--- src/rtl/afab_pkg.sv ---
// Package: shared defaults and types for the address-channel grant fabric.
// Assumes: one outstanding transaction per target, fixed master count.
package afab_pkg;
    localparam int DEF_M_COUNT = 4;   // initiators
    localparam int DEF_S_COUNT = 4;   // real targets (fallback added on top)
    localparam int DEF_ADDR_W  = 32;  // address width
    localparam int DEF_WIN_W   = 12;  // log2 of one target window in bytes

    // Controller state: waiting for a request, or holding a grant.
    typedef enum logic {
        CTL_IDLE = 1'b0,
        CTL_HELD = 1'b1
    } ctl_state_e;
endpackage

--- src/rtl/dec_unit.sv ---
// Module: dec_unit
// Turns one initiator's address into a one-hot request over S_COUNT targets
// plus a fallback target at index S_COUNT. Windows are 2**WIN_W bytes,
// contiguous from address zero. Assumes S_COUNT is a power of two.
module dec_unit #(
    parameter int S_COUNT = 4,
    parameter int ADDR_W  = 32,
    parameter int WIN_W   = 12
) (
    input  logic               clk,
    input  logic               rst_n,
    input  logic               valid,
    input  logic [ADDR_W-1:0]  addr,
    output logic [S_COUNT:0]   req
);
    localparam int IDX_W = (S_COUNT > 1) ? $clog2(S_COUNT) : 1;
    localparam int TOP_L = WIN_W + IDX_W;

    logic               upper_zero;
    logic [IDX_W-1:0]   win_idx;
    logic [S_COUNT-1:0] hit;

    // Address split: everything above the window index must be zero.
    assign upper_zero = (addr[ADDR_W-1:TOP_L] == '0);
    assign win_idx    = addr[WIN_W +: IDX_W];

    // One comparator per real target window.
    for (genvar s = 0; s < S_COUNT; s++) begin : g_win
        assign hit[s] = valid && upper_zero && (win_idx == IDX_W'(s));
    end

    // Request vector: real hits, fallback when valid but nothing matched.
    assign req[S_COUNT-1:0] = hit;
    assign req[S_COUNT]     = valid && !(|hit);

    // a valid address always produces exactly one request bit.
    a_r2_req_onehot: assert property (@(posedge clk) disable iff (!rst_n)
        valid |-> $onehot(req));
    // no request without valid.
    a_r2_req_quiet: assert property (@(posedge clk) disable iff (!rst_n)
        !valid |-> (req == '0));
endmodule

--- src/rtl/prio_pick.sv ---
// Module: prio_pick
// Picks the lowest-index requester (index 0 is highest priority), unless a
// preferred index is flagged and currently requesting, in which case that
// one wins. Pure combinational.
module prio_pick #(
    parameter int N    = 4,
    parameter int IW   = 2
) (
    input  logic [N-1:0]  req,
    input  logic          pref_vld,
    input  logic [IW-1:0] pref_idx,
    output logic          any,
    output logic [IW-1:0] win
);
    logic [IW-1:0] fixed_win;

    // Fixed-priority search: lower index overrides higher.
    always_comb begin
        fixed_win = '0;
        for (int i = N - 1; i >= 0; i--) begin
            if (req[i]) fixed_win = IW'(i);
        end
    end

    // Preference override for a lock owner that is requesting again.
    always_comb begin
        any = |req;
        win = (pref_vld && req[pref_idx]) ? pref_idx : fixed_win;
    end
endmodule

--- src/rtl/switch_ctrl.sv ---
// Module: switch_ctrl
// One per target. Grants a single initiator, holds the grant until an end
// pulse, and keeps a lock owner preferred for later arbitrations.
// msel bit (M_COUNT-1-i) stands for initiator i (MSB = initiator 0).
// Assumes end_p is only meaningful while a grant is held.
module switch_ctrl
    import afab_pkg::*;
#(
    parameter int M_COUNT = 4
) (
    input  logic               clk,
    input  logic               rst_n,
    input  logic [M_COUNT-1:0] req,
    input  logic [M_COUNT-1:0] lock,
    input  logic               busy,
    input  logic               end_p,
    output logic [M_COUNT-1:0] msel,
    output logic               locked
);
    localparam int IW = (M_COUNT > 1) ? $clog2(M_COUNT) : 1;

    ctl_state_e         state;
    logic               hold_vld;
    logic [IW-1:0]      hold_idx;
    logic               any_req;
    logic [IW-1:0]      pick;
    logic [M_COUNT-1:0] pick_vec;

    prio_pick #(.N(M_COUNT), .IW(IW)) u_pick (
        .req      (req),
        .pref_vld (hold_vld),
        .pref_idx (hold_idx),
        .any      (any_req),
        .win      (pick)
    );

    // Select code for the winner, MSB-first initiator order.
    always_comb begin
        pick_vec = '0;
        pick_vec[(M_COUNT - 1) - int'(pick)] = 1'b1;
    end

    // Grant, hold and release sequencing plus lock-owner bookkeeping.
    always_ff @(posedge clk) begin
        if (!rst_n) begin
            state    <= CTL_IDLE;
            msel     <= '0;
            locked   <= 1'b0;
            hold_vld <= 1'b0;
            hold_idx <= '0;
        end else begin
            case (state)
                CTL_IDLE: begin
                    if (any_req && !busy) begin
                        state    <= CTL_HELD;
                        msel     <= pick_vec;
                        locked   <= lock[pick];
                        hold_vld <= lock[pick];
                        hold_idx <= pick;
                    end
                end
                CTL_HELD: begin
                    if (end_p) begin
                        state  <= CTL_IDLE;
                        msel   <= '0;
                        locked <= 1'b0;
                    end
                end
                default: state <= CTL_IDLE;
            endcase
        end
    end

    // at most one initiator selected at a time.
    a_r4_msel_onehot: assert property (@(posedge clk) disable iff (!rst_n)
        $onehot0(msel));
    // a held grant does not move without an end pulse.
    a_r6_hold_stable: assert property (@(posedge clk) disable iff (!rst_n)
        (state == CTL_HELD && !end_p) |=> $stable(msel));
    // end pulse releases the target.
    a_r7_release: assert property (@(posedge clk) disable iff (!rst_n)
        (state == CTL_HELD && end_p) |=> (msel == '0));
    // busy idle target makes no grant.
    a_r8_busy_block: assert property (@(posedge clk) disable iff (!rst_n)
        (state == CTL_IDLE && busy) |=> (msel == '0));
    // a new grant always traces back to a request.
    a_r5_grant_has_req: assert property (@(posedge clk) disable iff (!rst_n)
        $rose(|msel) |-> $past(|req));
endmodule

--- src/rtl/ready_route.sv ---
// Module: ready_route
// Returns each target's address ready to the initiator it has granted:
// AND with the select bit, then OR over targets per initiator.
// Assumes an initiator holds at most one grant at a time.
module ready_route #(
    parameter int M_COUNT = 4,
    parameter int T_COUNT = 5
) (
    input  logic                       clk,
    input  logic                       rst_n,
    input  logic [T_COUNT-1:0]         t_aready,
    input  logic [T_COUNT*M_COUNT-1:0] t_msel,
    output logic [M_COUNT-1:0]         m_aready
);
    for (genvar i = 0; i < M_COUNT; i++) begin : g_mst
        logic [T_COUNT-1:0] col;
        // Column of select bits that point at initiator i.
        for (genvar j = 0; j < T_COUNT; j++) begin : g_col
            assign col[j] = t_msel[j*M_COUNT + (M_COUNT-1-i)];
        end
        // AND-OR return of the ready.
        assign m_aready[i] = |(col & t_aready);

        // only one target's ready can reach this initiator.
        a_r9_single_ready: assert property (@(posedge clk) disable iff (!rst_n)
            $countones(col & t_aready) <= 1);
    end
endmodule

--- src/rtl/slv_grant_fabric.sv ---
// Module: slv_grant_fabric (top)
// Address-channel request fabric: per-initiator decoders, per-target
// switching controllers (fallback target last), select transposition and
// ready return. Flat vectors: initiator i / target j slices as in the brief.
module slv_grant_fabric
    import afab_pkg::*;
#(
    parameter int M_COUNT = DEF_M_COUNT,
    parameter int S_COUNT = DEF_S_COUNT,
    parameter int ADDR_W  = DEF_ADDR_W,
    parameter int WIN_W   = DEF_WIN_W
) (
    input  logic                             clk,
    input  logic                             rst_n,
    input  logic [M_COUNT-1:0]               m_avalid,
    input  logic [M_COUNT*ADDR_W-1:0]        m_addr,
    input  logic [M_COUNT-1:0]               m_lock,
    input  logic [S_COUNT:0]                 t_busy,
    input  logic [S_COUNT:0]                 t_end,
    input  logic [S_COUNT:0]                 t_aready,
    output logic [M_COUNT-1:0]               m_aready,
    output logic [(S_COUNT+1)*M_COUNT-1:0]   t_msel,
    output logic [M_COUNT*(S_COUNT+1)-1:0]   m_ssel,
    output logic [S_COUNT:0]                 t_locked
);
    localparam int T_COUNT = S_COUNT + 1;

    logic [T_COUNT-1:0] req_by_m [M_COUNT];
    logic [M_COUNT-1:0] req_by_t [T_COUNT];

    // One address decoder per initiator.
    for (genvar i = 0; i < M_COUNT; i++) begin : g_dec
        dec_unit #(.S_COUNT(S_COUNT), .ADDR_W(ADDR_W), .WIN_W(WIN_W)) u_dec (
            .clk   (clk),
            .rst_n (rst_n),
            .valid (m_avalid[i]),
            .addr  (m_addr[i*ADDR_W +: ADDR_W]),
            .req   (req_by_m[i])
        );
    end

    // Regroup requests by target and build one controller per target.
    for (genvar j = 0; j < T_COUNT; j++) begin : g_tgt
        for (genvar i = 0; i < M_COUNT; i++) begin : g_gather
            assign req_by_t[j][i] = req_by_m[i][j];
        end
        switch_ctrl #(.M_COUNT(M_COUNT)) u_ctl (
            .clk    (clk),
            .rst_n  (rst_n),
            .req    (req_by_t[j]),
            .lock   (m_lock),
            .busy   (t_busy[j]),
            .end_p  (t_end[j]),
            .msel   (t_msel[j*M_COUNT +: M_COUNT]),
            .locked (t_locked[j])
        );
    end

    // Transpose: per-initiator target select for the return paths.
    for (genvar i = 0; i < M_COUNT; i++) begin : g_ssel
        for (genvar j = 0; j < T_COUNT; j++) begin : g_bit
            assign m_ssel[i*T_COUNT + j] = t_msel[j*M_COUNT + (M_COUNT-1-i)];
        end
    end

    ready_route #(.M_COUNT(M_COUNT), .T_COUNT(T_COUNT)) u_rdy (
        .clk      (clk),
        .rst_n    (rst_n),
        .t_aready (t_aready),
        .t_msel   (t_msel),
        .m_aready (m_aready)
    );

    // selects are clear on the first cycle after reset is released.
    a_r11_reset_clear: assert property (@(posedge clk) disable iff (!rst_n)
        $rose(rst_n) |-> (t_msel == '0 && t_locked == '0));
endmodule

--- config.mk ---
export PLATFORM = sky130hd
export DESIGN_NAME = slv_grant_fabric
export DESIGN_NICKNAME = d
export VERILOG_FILES = /design/src/rtl/afab_pkg.sv /design/src/rtl/dec_unit.sv /design/src/rtl/prio_pick.sv /design/src/rtl/switch_ctrl.sv /design/src/rtl/ready_route.sv /design/src/rtl/slv_grant_fabric.sv
export SDC_FILE = /design/constraint.sdc
export NUM_CORES = 1
export LEC_CHECK = 0
export BUFFER_PORTS_ARGS = -buffer_cell sky130_fd_sc_hd__buf_2
export CORE_ASPECT_RATIO = 0.6
export CORE_MARGIN = 3
export CORE_UTILIZATION = 47
export CTS_BUF_LIST = sky130_fd_sc_hd__clkbuf_2
export CTS_CLUSTER_DIAMETER = 40
export DETAILED_ROUTE_END_ITERATION = 6
export PLACE_DENSITY = 0.88
export REMOVE_ABC_BUFFERS = 1
export SYNTH_ARGS = -nofsm -noshare
export SYNTH_HDL_FRONTEND = slang
export SYNTH_HIERARCHICAL = 1
export SYNTH_SLANG_ARGS = --single-unit
--- constraint.sdc ---
create_clock -name clk -period 5.6 [get_ports clk]
set_input_delay 1.12 -clock clk [delete_from_list [all_inputs] [get_ports clk]]
set_output_delay 1.12 -clock clk [all_outputs]
set_load 0.02 [all_outputs]
Word-level counts from Yosys, hierarchy flattened
Index checks and enable logic that the tools add are counted.
{ "classes": {"n_addsub": 5, "order_cmp": 20, "eq_ne": 22, "n_mux": 100, "bitwise_logic": 9, "n_reduce_logical": 79} }
{ "op_table": {"columns": ["operator", "n"], "rows": [
  ["32-bit by 1-bit >= comparator with 1-bit output (second input constant)", 5],
  ["32-bit by 4-bit < comparator with 1-bit output (second input constant)", 5],
  ["18-bit zero test", 4],
  ["2-bit 2-to-1 mux", 25],
  ["4-bit 2-to-1 mux", 10],
  ["4-bit one-hot mux with 2 select lines", 5],
  ["1-bit logical AND", 39],
  ["4-bit OR reduction", 9],
  ["1-bit 2-to-1 mux", 35],
  ["2-bit by 3-bit < comparator with 1-bit output (second input constant)", 10],
  ["5-bit bitwise AND", 4],
  ["1-bit binary-select mux with 2-bit select", 10],
  ["1-bit one-hot mux with 2 select lines", 10],
  ["2-bit AND reduction", 10],
  ["5-bit OR reduction", 4],
  ["2-bit equality test (second input constant)", 8],
  ["2-bit by 2-bit subtractor with 3-bit output (first input constant)", 5],
  ["1-bit demux with 2-bit select", 5],
  ["2-bit by 1-bit inequality test with 1-bit output (second input constant)", 5],
  ["2-bit inequality test (second input constant)", 5],
  ["1-bit zero test", 9],
  ["2-bit by 1-bit equality test with 1-bit output (second input constant)", 4],
  ["2-bit zero test", 4],
  ["1-bit inverter", 5]
]} }
{ "word_totals": {"ff_bits": 45, "in_bits": 153, "out_inout_bits": 49, "wordCells": 260} }

Longest topological paths before layout
{ "logic_depth": {"ltp_word": 18, "mapped_depth": 9, "depth_no_buf": 9} }

Cells and area by module
Netlist, hierarchy kept.
{ "by_module_without_submodules": {"columns": ["mod", "n_inst", "cells_per_inst", "area_each_um2", "seq_area_each_um2"], "rows": [
  ["switch_ctrl", 5, 36, 385.4, 180.2],
  ["dec_unit", 4, 13, 118.9, 0.0],
  ["prio_pick", 5, 14, 85.1, 0.0],
  ["slv_grant_fabric", 1, 20, 150.1, 0.0],
  ["ready_route", 1, 12, 85.1, 0.0]
]} }

Least setup slack after synthesis
OpenSTA, ideal clock, no wires.
{ "synth_path": {"path_type": "input to register", "startpoint": "input port m_addr[58]", "endpoint": "register g_tgt[0].u_ctl.hold_vld", "t_arrival_ps": 3179, "required_ps": 5483, "slack_ps": 2303, "stages": 8, "n_path_buf": 0, "cell_sequence": "nor4_2 -> nand4_2 -> nor4_1 -> a21oi_1 -> o32ai_1 -> mux4_2 -> nand2b_1 -> a21boi_1"} }
{ "synth_rtl": {"columns": ["element", "line", "text"], "rows": [
  ["start: declaration", "slv_grant_fabric.sv:16", "input logic [M_COUNT*ADDR_W-1:0] m_addr,"],
  ["end signal: assignment", "switch_ctrl.sv:58", "hold_vld <= lock[pick];"],
  ["end: declaration", "switch_ctrl.sv:23", "logic hold_vld;"]
]} }

==> results.cfg <==
[power_and_ir_drop]
p_leak_nw = 1.59
intPower_w = 0.000447
p_switching_w = 0.000161
power_frac_comb_pct = 15.7
peakVddDrop_v = 0.000106
switching_share_pct = 26.5
pwr-share-clk_pct = 30.4
power_density_nw_per_um2 = 160
power.total_w = 0.000609
power_frac_seq_pct = 53.9

[global_routing]
grt_pass1_vias = 2775
grt_usage_pct = 21.8
grt.overflow.total = 0
grt_pass1_wl_um = 12900
antenna_found_initial = 0
grt_start_max_net_pins = 46

[synthesis]
synth_top_family_by_area = simple AND/OR/NAND/NOR gates
synthSimpleGateAreaFrac_pct = 35.4
synth_warnings = 6
ys_ff_latch = 45
synthAdderAreaFrac_pct = 0
netlist-cell-type-count = 31
synthMuxAreaShare_pct = 10.4
netlist_top_cells_area = dfxtp_1 (29%), nor4_2 (6.5%), a21boi_1 (4.9%), buf_4 (4.9%), mux2i_1 (4.9%)
seq_area_frac_synth_pct = 29.4
yosysTopAreaCell = dfxtp_1
synth_compound_area_share_pct = 16.3
synth.top_cell.area_share_pct = 29.4
synth_xor_area_share_pct = 0
synth_cells = 334
synth.cell_area_sq_um = 3060
avgSynthCellArea_sq_um = 9.17

[timing]
fin_tns_setup_ns = 0
fmax_mhz = 297
worst_pin_slew_ns = 0.679
setup_viol = 0
grt_setup_unrepaired = false
fin_crit_sh_pct = 60.1
slew_headroom_pct = 54.6
period_needed_ns = 3.37
skew_ns = 0.0209
hold_violations = 0
drv_slew = 0
setup_slack_ns = 2.23

[setup_path]
startpoint_type = primary input
crit_path_end_kind = flip-flop
crit_type = primary input to flip-flop
cp.arrival_ns = 3.74
cp_max_fo = 5
required_ns = 5.97

[cts]
cts_setup_buffers = 0
root_buffer = clkbuf_2
clk_pin_slew_ns = 0.23
ctsHoldBuffers = 0
clkSinkCount = 45
cts_max_path_buffers = 2
cts_resized = 0
cts_tree = done
clk-insertion-delay-late_ns = 0.45
cts_inserted_buffers = 5
htree_levels = 2

[place]
placed_area_sq_um = 3730
gp_congestion = 0.902
port_buffers = 153
dpl.hpwl_um = 7010
post-place-ws_ns = 1.75

[routing]
route.detailed.drc = 0
routed_wl_um = 8590
wl_per_cell_um = 15.5
vias_per_cell = 5.64
vias = 3127
dr.pass1.iters = 4
drtIter0Drc = 235
ant_nets = 0

[final_layout]
stdcell_area_sq_um = 3790
num_antenna_cells = 0
area_growth_pct = 23.9
drive_above_1_share_pct = 43.2
nNetsFinal = 622

[floorplan]
die_w_um = 110
core-area_sq_um = 6220
start_util_pct = 49.2
dieArea_sq_um = 7550
die-height_um = 68.5
rows = 22
io-pin-count = 202

[status]
status = complete, no violations

[worst_hold_path]
holdCritPathClass = flip-flop to flip-flop

[job]
drv_cap = 0
==> critical path, cell delays in order <==
cell      delay, ns
buf_2          0.10
nor4_2         0.28
nand4_2        0.21
nor4_1         0.60
a21oi_1        0.08
o32ai_1        0.59
mux4_2         0.58
nand2b_1       0.11
a21boi_1       0.06
==> through the flow <==
step,std cells,hold WS [ns],util [%]
after CTS,554,0.486,61.0
after global placement,546,0.454,59.9
after global routing,554,0.513,61.0
after detailed placement,546,0.460,59.9
after floorplan,309,0.449,-
final,554,0.484,61.0
==> cell usage in the layout, fill, tap and decap left out, types with 5 or more instances in the layout <==
master,instances
nand2_1,28
a21boi_0,5
nand2b_1,10
a21oi_1,10
mux2i_1,15
nor4_2,16
a32oi_1,10
nor3_1,9
nand3_1,15
mux2_1,5
or3_1,10
nor2_1,15
o22ai_1,5
inv_1,14
buf_2,153
or2b_1,5
a21boi_1,20
dfxtp_1,45
nor4_1,8
or3b_4,5
nor2b_1,20
o32ai_1,5
and4bb_2,5
clkbuf_2,5
mux4_2,5
==> power groups by stage <==
stage | combinational, W | clock [W] | sequential (W)
finish | 0.0000954 | 0.000185 | 0.000328
global route | 0.000105 | 0.000197 | 0.000329
global placement | 0.0000918 | 0 | 0.000334
detailed placement | 0.0000948 | 0 | 0.000334
CTS | 0.0000954 | 0.000187 | 0.000328
floorplan | 0.0000327 | 0 | 0.000337
==> flip-flops by register name, summed over array words and instances, names as in the netlist <==
register	flops
g_tgt.u_ctl/hold_vld	5
g_tgt.u_ctl/msel	20
g_tgt.u_ctl/state	5
g_tgt.u_ctl/hold_idx	10
g_tgt.u_ctl/locked	5
==> cells by family (layout without fill, tap and decap cells) <==
| kind of cell | Yosys count | after routing |
|---|---|---|
| buffers and inverters | 39 | 175 |
| and+or+nand+nor | 158 | 158 |
| AOI/OAI and AO/OA | 67 | 67 |
| DFF | 45 | 45 |
| muxes | 25 | 25 |
==> metal layers <==
metal | vias to the layer above | track usage [%] | share of wire, %
met4 | 0 | 6.76 | 0.97
met3 | 9 | 5.49 | 11
met1 | 1454 | 28.9 | 44
met2 | 148 | 35.3 | 44
met5 | - | 0 | 0
li1 | 1516 | - | -
==> final timing paths <==
check                                           startpoint                 endpoint  slack (ns)  depth (start not counted)
worst max-delay path                            m_addr[50]  g_tgt[0].u_ctl/hold_vld        2.23                          9
worst min-delay path                 g_tgt[1].u_ctl/locked    g_tgt[1].u_ctl/locked        0.48                          2
worst max register to register  g_tgt[1].u_ctl/hold_idx[1]    g_tgt[1].u_ctl/locked        3.36                          6
worst min register to register       g_tgt[1].u_ctl/locked    g_tgt[1].u_ctl/locked        0.48                          2
==> layout make-up <==
| cell class | instances | area (sq um) |
|---|---|---|
| repair buffers | 153 | 766 |
| well taps | 84 | 105 |
| clock inverters | 3 | 41.3 |
| fillers | 551 | 2430 |
| inverters | 14 | 52.6 |
| flip-flops and latches | 45 | 901 |
| clock buffers | 5 | 25.0 |
| multi-input cells | 250 | 1900 |
==> synthesized netlist by cell type <==
cell,n
dfxtp_1,45
nand2_1,28
a21boi_1,20
buf_4,20
nor2b_1,20
nor4_2,16
mux2i_1,15
nand3_1,15
nor2_1,15
inv_1,14
a21oi_1,10
a32oi_1,10
nand2b_1,10
or3_1,10
nor3_1,9
nor4_1,8
a21boi_0,5
and4bb_2,5
buf_6,5
mux2_1,5
mux4_2,5
o22ai_1,5
o32ai_1,5
or2b_1,5
or3b_4,5
a222oi_1,4
a22oi_1,4
nand4_2,4
nor4b_2,4
o21a_1,4
or3b_2,4
(Power assumes the default switching activity.)
